### src/rtl/mdu_pkg.sv
package mdu_pkg;
  // word indices shared by both ports
  localparam int IX_IN_MSG  = 0;
  localparam int IX_OUT_MSG = 2;
  localparam int IX_IN_DB   = 4;
  localparam int IX_OUT_DB  = 5;
  localparam int IX_STAT    = 6;
  localparam int IX_MASK    = 7;

  // status bit positions
  localparam int SB_MSG0 = 0;
  localparam int SB_MSG1 = 1;
  localparam int SB_DB   = 3;
  localparam int SB_MC   = 4;
  localparam int SB_PQ   = 5;
  localparam int SB_IPO  = 7;
  localparam int SB_OFO  = 8;

  localparam int IN_SW  = 9;
  localparam int OUT_SW = 6;
  localparam logic [IN_SW-1:0]  IN_VALID   = 9'h1BB;
  localparam logic [IN_SW-1:0]  IN_STICKY  = 9'h1B3;
  localparam logic [OUT_SW-1:0] OUT_VALID  = 6'h2B;
  localparam logic [OUT_SW-1:0] OUT_STICKY = 6'h23;
endpackage

### src/rtl/mdu_msg_bank.sv
module mdu_msg_bank #(
  parameter int DW   = 32,
  parameter int NMSG = 2,
  localparam int XW  = (NMSG > 1) ? $clog2(NMSG) : 1
) (
  input  logic                     clk,
  input  logic                     rst_n,
  input  logic                     wr_en,
  input  logic [XW-1:0]            wr_idx,
  input  logic [DW-1:0]            wr_data,
  output logic [NMSG-1:0][DW-1:0]  msg,
  output logic [NMSG-1:0]          hit
);
  logic [NMSG-1:0][DW-1:0] msg_q;

  for (genvar i = 0; i < NMSG; i++) begin : g_word
    assign hit[i] = wr_en && (wr_idx == XW'(i));

    always_ff @(posedge clk or negedge rst_n) begin
      if (!rst_n)      msg_q[i] <= '0;
      else if (hit[i]) msg_q[i] <= wr_data;
    end


    msg_store_chk: assert property (@(posedge clk) disable iff (!rst_n)
      (wr_en && wr_idx == XW'(i)) |=> (msg_q[i] == $past(wr_data)));
  end

  assign msg = msg_q;
endmodule

### src/rtl/mdu_doorbell.sv
module mdu_doorbell #(
  parameter int            DW       = 32,
  parameter logic [DW-1:0] SET_MASK = '1
) (
  input  logic          clk,
  input  logic          rst_n,
  input  logic          set_en,
  input  logic [DW-1:0] set_data,
  input  logic          clr_en,
  input  logic [DW-1:0] clr_data,
  output logic [DW-1:0] db,
  output logic          any
);
  logic [DW-1:0] db_q, db_d;

  always_comb begin
    db_d = db_q;
    if (clr_en) db_d = db_d & ~clr_data;
    if (set_en) db_d = db_d | (set_data & SET_MASK);
  end

  always_ff @(posedge clk or negedge rst_n) begin
    if (!rst_n)               db_q <= '0;
    else if (set_en || clr_en) db_q <= db_d;
  end

  assign db  = db_q;
  assign any = |db_q;


  db_hold_chk: assert property (@(posedge clk) disable iff (!rst_n)
    !clr_en |=> ((db_q & $past(db_q)) == $past(db_q)));

  db_set_chk: assert property (@(posedge clk) disable iff (!rst_n)
    set_en |=> ((db_q & $past(set_data & SET_MASK)) == $past(set_data & SET_MASK)));
endmodule

### src/rtl/mdu_irq_stat.sv
module mdu_irq_stat #(
  parameter int            SW     = 9,
  parameter logic [SW-1:0] VALID  = '1,
  parameter logic [SW-1:0] STICKY = '1
) (
  input  logic          clk,
  input  logic          rst_n,
  input  logic [SW-1:0] ev_set,
  input  logic [SW-1:0] live,
  input  logic          clr_en,
  input  logic [SW-1:0] clr_data,
  input  logic          mask_we,
  input  logic [SW-1:0] mask_wd,
  output logic [SW-1:0] raw,
  output logic [SW-1:0] mask,
  output logic          irq
);
  logic [SW-1:0] sticky_q, sticky_d, mask_q, mask_d;
  logic          irq_q, irq_d;

  always_comb begin
    sticky_d = sticky_q;
    if (clr_en) sticky_d = sticky_d & ~clr_data;
    sticky_d = (sticky_d | ev_set) & STICKY;
    mask_d   = mask_wd & VALID;
    irq_d    = |(raw & ~mask_q);
  end

  always_ff @(posedge clk or negedge rst_n) begin
    if (!rst_n) begin
      sticky_q <= '0;
      mask_q   <= VALID;
      irq_q    <= 1'b0;
    end else begin
      sticky_q <= sticky_d;
      if (mask_we) mask_q <= mask_d;
      irq_q <= irq_d;
    end
  end

  assign raw  = (sticky_q | live) & VALID;
  assign mask = mask_q;
  assign irq  = irq_q;


  w1c_clear_chk: assert property (@(posedge clk) disable iff (!rst_n)
    clr_en |=> ((sticky_q & $past(clr_data & ~ev_set)) == '0));

  ev_sticky_chk: assert property (@(posedge clk) disable iff (!rst_n)
    (|ev_set) |=> ((raw & $past(ev_set & STICKY)) == $past(ev_set & STICKY)));

  mask_hold_chk: assert property (@(posedge clk) disable iff (!rst_n)
    !mask_we |=> $stable(mask_q));

  irq_rise_chk: assert property (@(posedge clk) disable iff (!rst_n)
    (|(raw & ~mask)) |=> irq);

  irq_fall_chk: assert property (@(posedge clk) disable iff (!rst_n)
    !(|(raw & ~mask)) |=> !irq);
endmodule

### src/rtl/msg_doorbell_unit.sv
module msg_doorbell_unit
  import mdu_pkg::*;
#(
  parameter int DW       = 32,
  parameter int AW       = 3,
  parameter int RSV_BITS = 3
) (
  input  logic          clk,
  input  logic          rst_n,
  input  logic          h_wr,
  input  logic [AW-1:0] h_addr,
  input  logic [DW-1:0] h_wdata,
  output logic [DW-1:0] h_rdata,
  input  logic          l_wr,
  input  logic [AW-1:0] l_addr,
  input  logic [DW-1:0] l_wdata,
  output logic [DW-1:0] l_rdata,
  input  logic [3:0]    l_evt,
  input  logic          h_evt,
  output logic          h_irq,
  output logic          l_irq
);
  localparam int            NMSG     = 2;
  localparam logic [DW-1:0] OUT_SETM = {DW{1'b1}} >> RSV_BITS;

  // word decode
  logic h_in_msg, l_out_msg;
  assign h_in_msg  = h_wr && (h_addr[AW-1:1] == (AW-1)'(IX_IN_MSG / 2));
  assign l_out_msg = l_wr && (l_addr[AW-1:1] == (AW-1)'(IX_OUT_MSG / 2));

  logic [NMSG-1:0][DW-1:0] in_msg, out_msg;
  logic [NMSG-1:0]         in_hit, out_hit;

  mdu_msg_bank #(.DW(DW), .NMSG(NMSG)) u_in_msg (
    .clk, .rst_n, .wr_en(h_in_msg), .wr_idx(h_addr[0]), .wr_data(h_wdata),
    .msg(in_msg), .hit(in_hit));

  mdu_msg_bank #(.DW(DW), .NMSG(NMSG)) u_out_msg (
    .clk, .rst_n, .wr_en(l_out_msg), .wr_idx(l_addr[0]), .wr_data(l_wdata),
    .msg(out_msg), .hit(out_hit));

  logic [DW-1:0] in_db, out_db;
  logic          in_db_any, out_db_any;

  mdu_doorbell #(.DW(DW), .SET_MASK({DW{1'b1}})) u_in_db (
    .clk, .rst_n,
    .set_en(h_wr && h_addr == AW'(IX_IN_DB)), .set_data(h_wdata),
    .clr_en(l_wr && l_addr == AW'(IX_IN_DB)), .clr_data(l_wdata),
    .db(in_db), .any(in_db_any));

  mdu_doorbell #(.DW(DW), .SET_MASK(OUT_SETM)) u_out_db (
    .clk, .rst_n,
    .set_en(l_wr && l_addr == AW'(IX_OUT_DB)), .set_data(l_wdata),
    .clr_en(h_wr && h_addr == AW'(IX_OUT_DB)), .clr_data(h_wdata),
    .db(out_db), .any(out_db_any));

  // status sources
  logic [IN_SW-1:0]  in_ev, in_live, in_raw, in_mask;
  logic [OUT_SW-1:0] out_ev, out_live, out_raw, out_mask;

  always_comb begin
    in_ev          = '0;
    in_ev[SB_MSG0] = in_hit[0];
    in_ev[SB_MSG1] = in_hit[1];
    in_ev[SB_MC]   = l_evt[0];
    in_ev[SB_PQ]   = l_evt[1];
    in_ev[SB_IPO]  = l_evt[2];
    in_ev[SB_OFO]  = l_evt[3];
    in_live        = '0;
    in_live[SB_DB] = in_db_any;
    out_ev          = '0;
    out_ev[SB_MSG0] = out_hit[0];
    out_ev[SB_MSG1] = out_hit[1];
    out_ev[SB_PQ]   = h_evt;
    out_live        = '0;
    out_live[SB_DB] = out_db_any;
  end

  mdu_irq_stat #(.SW(IN_SW), .VALID(IN_VALID), .STICKY(IN_STICKY)) u_in_stat (
    .clk, .rst_n, .ev_set(in_ev), .live(in_live),
    .clr_en(l_wr && l_addr == AW'(IX_STAT)), .clr_data(l_wdata[IN_SW-1:0]),
    .mask_we(l_wr && l_addr == AW'(IX_MASK)), .mask_wd(l_wdata[IN_SW-1:0]),
    .raw(in_raw), .mask(in_mask), .irq(l_irq));

  mdu_irq_stat #(.SW(OUT_SW), .VALID(OUT_VALID), .STICKY(OUT_STICKY)) u_out_stat (
    .clk, .rst_n, .ev_set(out_ev), .live(out_live),
    .clr_en(h_wr && h_addr == AW'(IX_STAT)), .clr_data(h_wdata[OUT_SW-1:0]),
    .mask_we(h_wr && h_addr == AW'(IX_MASK)), .mask_wd(h_wdata[OUT_SW-1:0]),
    .raw(out_raw), .mask(out_mask), .irq(h_irq));

  // read muxes
  always_comb begin
    case (int'(h_addr))
      IX_IN_MSG, IX_IN_MSG + 1:   h_rdata = in_msg[h_addr[0]];
      IX_OUT_MSG, IX_OUT_MSG + 1: h_rdata = out_msg[h_addr[0]];
      IX_IN_DB:                   h_rdata = in_db;
      IX_OUT_DB:                  h_rdata = out_db;
      IX_STAT:                    h_rdata = DW'(out_raw & out_mask);
      default:                    h_rdata = DW'(out_mask);
    endcase
    case (int'(l_addr))
      IX_IN_MSG, IX_IN_MSG + 1:   l_rdata = in_msg[l_addr[0]];
      IX_OUT_MSG, IX_OUT_MSG + 1: l_rdata = out_msg[l_addr[0]];
      IX_IN_DB:                   l_rdata = in_db;
      IX_OUT_DB:                  l_rdata = out_db;
      IX_STAT:                    l_rdata = DW'(in_raw & in_mask);
      default:                    l_rdata = DW'(in_mask);
    endcase
  end


  out_db_rsv_chk: assert property (@(posedge clk) disable iff (!rst_n)
    out_db[DW-1 -: RSV_BITS] == '0);

  ro_out_msg_chk: assert property (@(posedge clk) disable iff (!rst_n)
    !l_out_msg |=> $stable(out_msg));

  ro_in_msg_chk: assert property (@(posedge clk) disable iff (!rst_n)
    !h_in_msg |=> $stable(in_msg));

  db_status_chk: assert property (@(posedge clk) disable iff (!rst_n)
    in_raw[SB_DB] == (in_db != '0));
endmodule

### config.mk
export PLATFORM = sky130hd
export DESIGN_NAME = msg_doorbell_unit
export DESIGN_NICKNAME = d
export VERILOG_FILES = /design/src/rtl/mdu_pkg.sv /design/src/rtl/mdu_msg_bank.sv /design/src/rtl/mdu_doorbell.sv /design/src/rtl/mdu_irq_stat.sv /design/src/rtl/msg_doorbell_unit.sv
export SDC_FILE = /design/constraint.sdc
export NUM_CORES = 1
export LEC_CHECK = 0
export BUFFER_PORTS_ARGS = -buffer_cell sky130_fd_sc_hd__buf_4
export CORE_MARGIN = 3
export CORE_UTILIZATION = 30
export CTS_CLUSTER_DIAMETER = 60
export CTS_CLUSTER_SIZE = 28
export DETAILED_ROUTE_END_ITERATION = 10
export SETUP_SLACK_MARGIN = 0.05
export SKIP_CTS_REPAIR_TIMING = 1
export SLEW_MARGIN = 20
export SYNTH_ARGS = -nofsm -noshare
export SYNTH_HDL_FRONTEND = slang
export SYNTH_SLANG_ARGS = --single-unit
### constraint.sdc
create_clock -name clk -period 3.2 [get_ports clk]
set_input_delay 0.32 -clock clk [delete_from_list [all_inputs] [get_ports clk]]
set_output_delay 0.32 -clock clk [all_outputs]
set_load 0.01 [all_outputs]
==> results.yml <==
run_status:
  run_status: "finished, violations left"
  violations: "setup timing"
finish:
  layout_common_cells: "dfrtp_1 (203), buf_4 (177), mux2_2 (130)"
  insertedDiodeCount: 0
  fraction_of_final_layout_cells_with_drive_strength_greater_than_1_pct: 33.9
  final_common_cell: "dfrtp_1"
  layout-area-overhead-vs-synth_pct: 21.8
  fin_cells: 1741
  num-nets-final: 1284
  final_core_utilization_pct: 37.1
  final_design_area_no_fill_um2: 14400
  fill_cells: 3842
cts:
  clock_path_buffers: 3
  htreeDepth: 1
  tritoncts_num_sinks: 214
  worst_skew_pair.late_latency_ps: 540
  clock-root-buffer: "clkbuf_16"
  cts.reportedPaths.clkPinSlew_ps: 70
  cts_made_buffers: 24
  tritoncts: "yes"
sta:
  max_clock_freq_ghz: 0.312
  worst_slew_margin_rel_pct: 30.9
  finalWorstPathRequiredPeriod_ps: 3200
  fin_worst_skew_ps: 16.0
  holdWs_ps: 22.6
  slew_violations: 0
  postLayoutSetupSlackWorst_ps: -1.81
  totalNegativeSetupSlack_ps: -1.81
  finalSetupViolations: 1
  worst-slew-pin-transition_ps: 1030
  rsz0062_at_grt: "no"
  period_share_pct: 100
  final-hold-violation-count: 0
routing:
  route.final.wire_length_mm: 41.9
  detail_route.vias_per_cell: 5.56
  route.antenna.remaining_nets: 0
  length_of_the_first_detailed_routing_pass_in_iterations: 5
  avgRoutedWirePerCell_um: 24.1
  initialDrtViolationCount: 877
  post-route-drc-count: 0
  detailroute.via_count: 9687
synth:
  synth_edf_count: 0
  synthesis.instances: 1072
  synth-async-reset-ratio_pct: 100
  mappedNetlistNets: 1151
  seq_area_frac_synth_pct: 45.4
  yosys.cell_types.count: 51
  synthesis.yosys.warnings: 0
  netlist_area_um2: 11800
  ys_dominant_reg_cell: "dfrtp_1"
  number_of_storage_elements_in_the_synthesis_netlist: 214
  syn_area_per_cell_um2: 11.0
worst_setup_path:
  critPathTopFamily: "simple AND/OR/NAND/NOR gates"
  critical_path.slowest_cell: "nor4_1"
  cp_capture_type: "primary output"
  startpoint_of_the_worst_setup_timing_path: "u_in_db.db[28]"
  worstPathRequired_ps: 2880
  worstReg2RegStart: "u_in_db.db[28]"
  cp.arrival_ps: 2880
  path_cells: "nor4_1, nand4_1, o2111a_1, or3_1, buf_4"
  critical_path.max_fanout: 4
  cells_on_worst_reg2reg_path: 4
  class_of_the_most_critical_setup_path: "reg -> out"
  critPathBufInv: 1
  setup.worst_path.start_class: "flip-flop"
  cpPeakStageDelay_ps: 720
  reg2reg_to: "u_in_stat.irq"
  worst_setup_slack_for_register_to_register_paths_ps: 1270
power_and_ir_drop:
  power_leakage_nw: 6.35
  swShare_pct: 32.6
  ir_drop_uv: 317
  p_switching_mw: 2.94
  intPower_mw: 6.07
  p_per_area_nw_per_um2: 625
  clock_power_share_pct: 32.8
  total_power_mw: 9.01
  combPwrFrac_pct: 24.0
  seqPwrFrac_pct: 43.2
placed_design:
  place_hpwl_mm: 28.8
  detailed_place.area_um2: 13500
  dp_worst_setup_slack_ps: 711
  globalplace.congestion: 0.850
  io_buffers: 144
  placed_cells: 1690
floorplan:
  rows: 72
  die_x_um: 205
  pin_count: 145
  die-area_um2: 41800
  coreArea_um2: 38800
  starting_density_of_the_core_pct: 30.5
  die_height_um: 205
grt:
  grt_pass1_wl_mm: 63.0
  global_route_usage_sum_pct: 19.6
  gr-total-overflow: 0
  grt_antenna_before_repair: 0
  pin_count_of_the_biggest_net_entering_global_routing: 97
  first_global_vias: 9628
min_path:
  min-delay-start: "h_wdata[29]"
  min_delay_worst_endpoint: "u_out_db.db[29]"
  hold_depth: 2
  hold_path.class: "in -> reg"
flow_run:
  max_cap_viol_count: 0
routing by layer:
| metal | vias up | share of wire [%] | global-route usage, % |
|---|---|---|---|
| met1 | 4940 | 44 | 27.8 |
| met2 | 414 | 47 | 31.5 |
| met4 | 0 | 2.5 | 4.72 |
| met3 | 64 | 6.4 | 3.04 |
| met5 | - | 0 | 0 |
| li1 | 4269 | - | - |
cells by family after synthesis:
kind of cell	Yosys count	synth area share [%]
AND/OR/NAND/NOR	237	9.07
buffers and inverters	96	4.59
multiplexers	261	25.2
AO/OA/AOI/OAI	264	15.8
flip-flops	214	45.4
area by class of cell:
| cell class | count | area (µm²) | area share (%) |
|---|---|---|---|
| Clock buffer | 26 | 639 | 4.44 |
| Clock inverter | 18 | 214 | 1.49 |
| Inverter | 11 | 41.3 | 0.287 |
| Multi-Input combinational cell | 762 | 5940 | 41.2 |
| Sequential cell | 214 | 5370 | 37.3 |
| Tap cell | 518 | 648 | 4.50 |
| Timing Repair Buffer | 192 | 1550 | 10.8 |
power by group through the flow:
| stage | Clock [mW] | Sequential (mW) | Combinational (mW) |
|---|---|---|---|
| floorplan | 0 | 3.70 | 1.41 |
| global placement | 0 | 3.90 | 2.12 |
| detailed placement | 0 | 3.92 | 2.16 |
| CTS | 3.00 | 3.87 | 2.17 |
| global route | 3.11 | 3.97 | 2.35 |
| finish | 2.95 | 3.90 | 2.16 |
synthesized netlist by cell type (all sizes together) (2+ instances only):
library cell | count | area, µm²
o211ai | 2 | 15.0
o22ai | 11 | 68.8
o2bb2ai | 3 | 26.3
buf | 70 | 445
nand4 | 6 | 43.8
clkbuf | 15 | 56.3
o221ai | 20 | 175
mux2i | 96 | 961
mux4 | 4 | 90.1
nand3b | 2 | 15.0
o21ai | 16 | 80.1
a22o | 64 | 561
a21o | 8 | 60.1
nand2b | 5 | 38.8
nor3 | 2 | 15.0
nor2b | 11 | 68.8
mux2 | 161 | 1930
dfrtp | 203 | 5080
and3 | 2 | 12.5
a21oi | 71 | 355
nand3 | 6 | 30.0
dfstp | 11 | 289
a31oi | 10 | 62.6
a221oi | 2 | 17.5
nor2 | 91 | 359
inv | 11 | 41.3
nor3b | 2 | 25.0
a211oi | 27 | 203
a22oi | 19 | 143
a21boi | 3 | 22.5
nand2 | 91 | 342
a32oi | 4 | 35.0
nor4 | 16 | 100
sequential cells by signal, indices dropped and copies added (netlist names):
signal and flops:
u_in_stat.sticky_q 6, u_in_stat.irq 1, u_out_stat.mask 4, u_out_stat.sticky_q 3, u_in_stat.mask 7, u_out_msg.msg 64, u_in_msg.msg 64, u_out_db.db 32
u_out_stat.irq 1, u_in_db.db 32
worst max-delay path by stage:
stage / end / cells after the start
5_1_grt: l_rdata[3] / 5
3_3_place_gp: l_rdata[3] / 5
4_1_cts: l_rdata[3] / 5
6_report: l_rdata[3] / 5
2_1_floorplan: l_rdata[3] / 4
3_5_place_dp: h_rdata[11] / 6
Note: power is estimated with default switching activity, not from simulation.
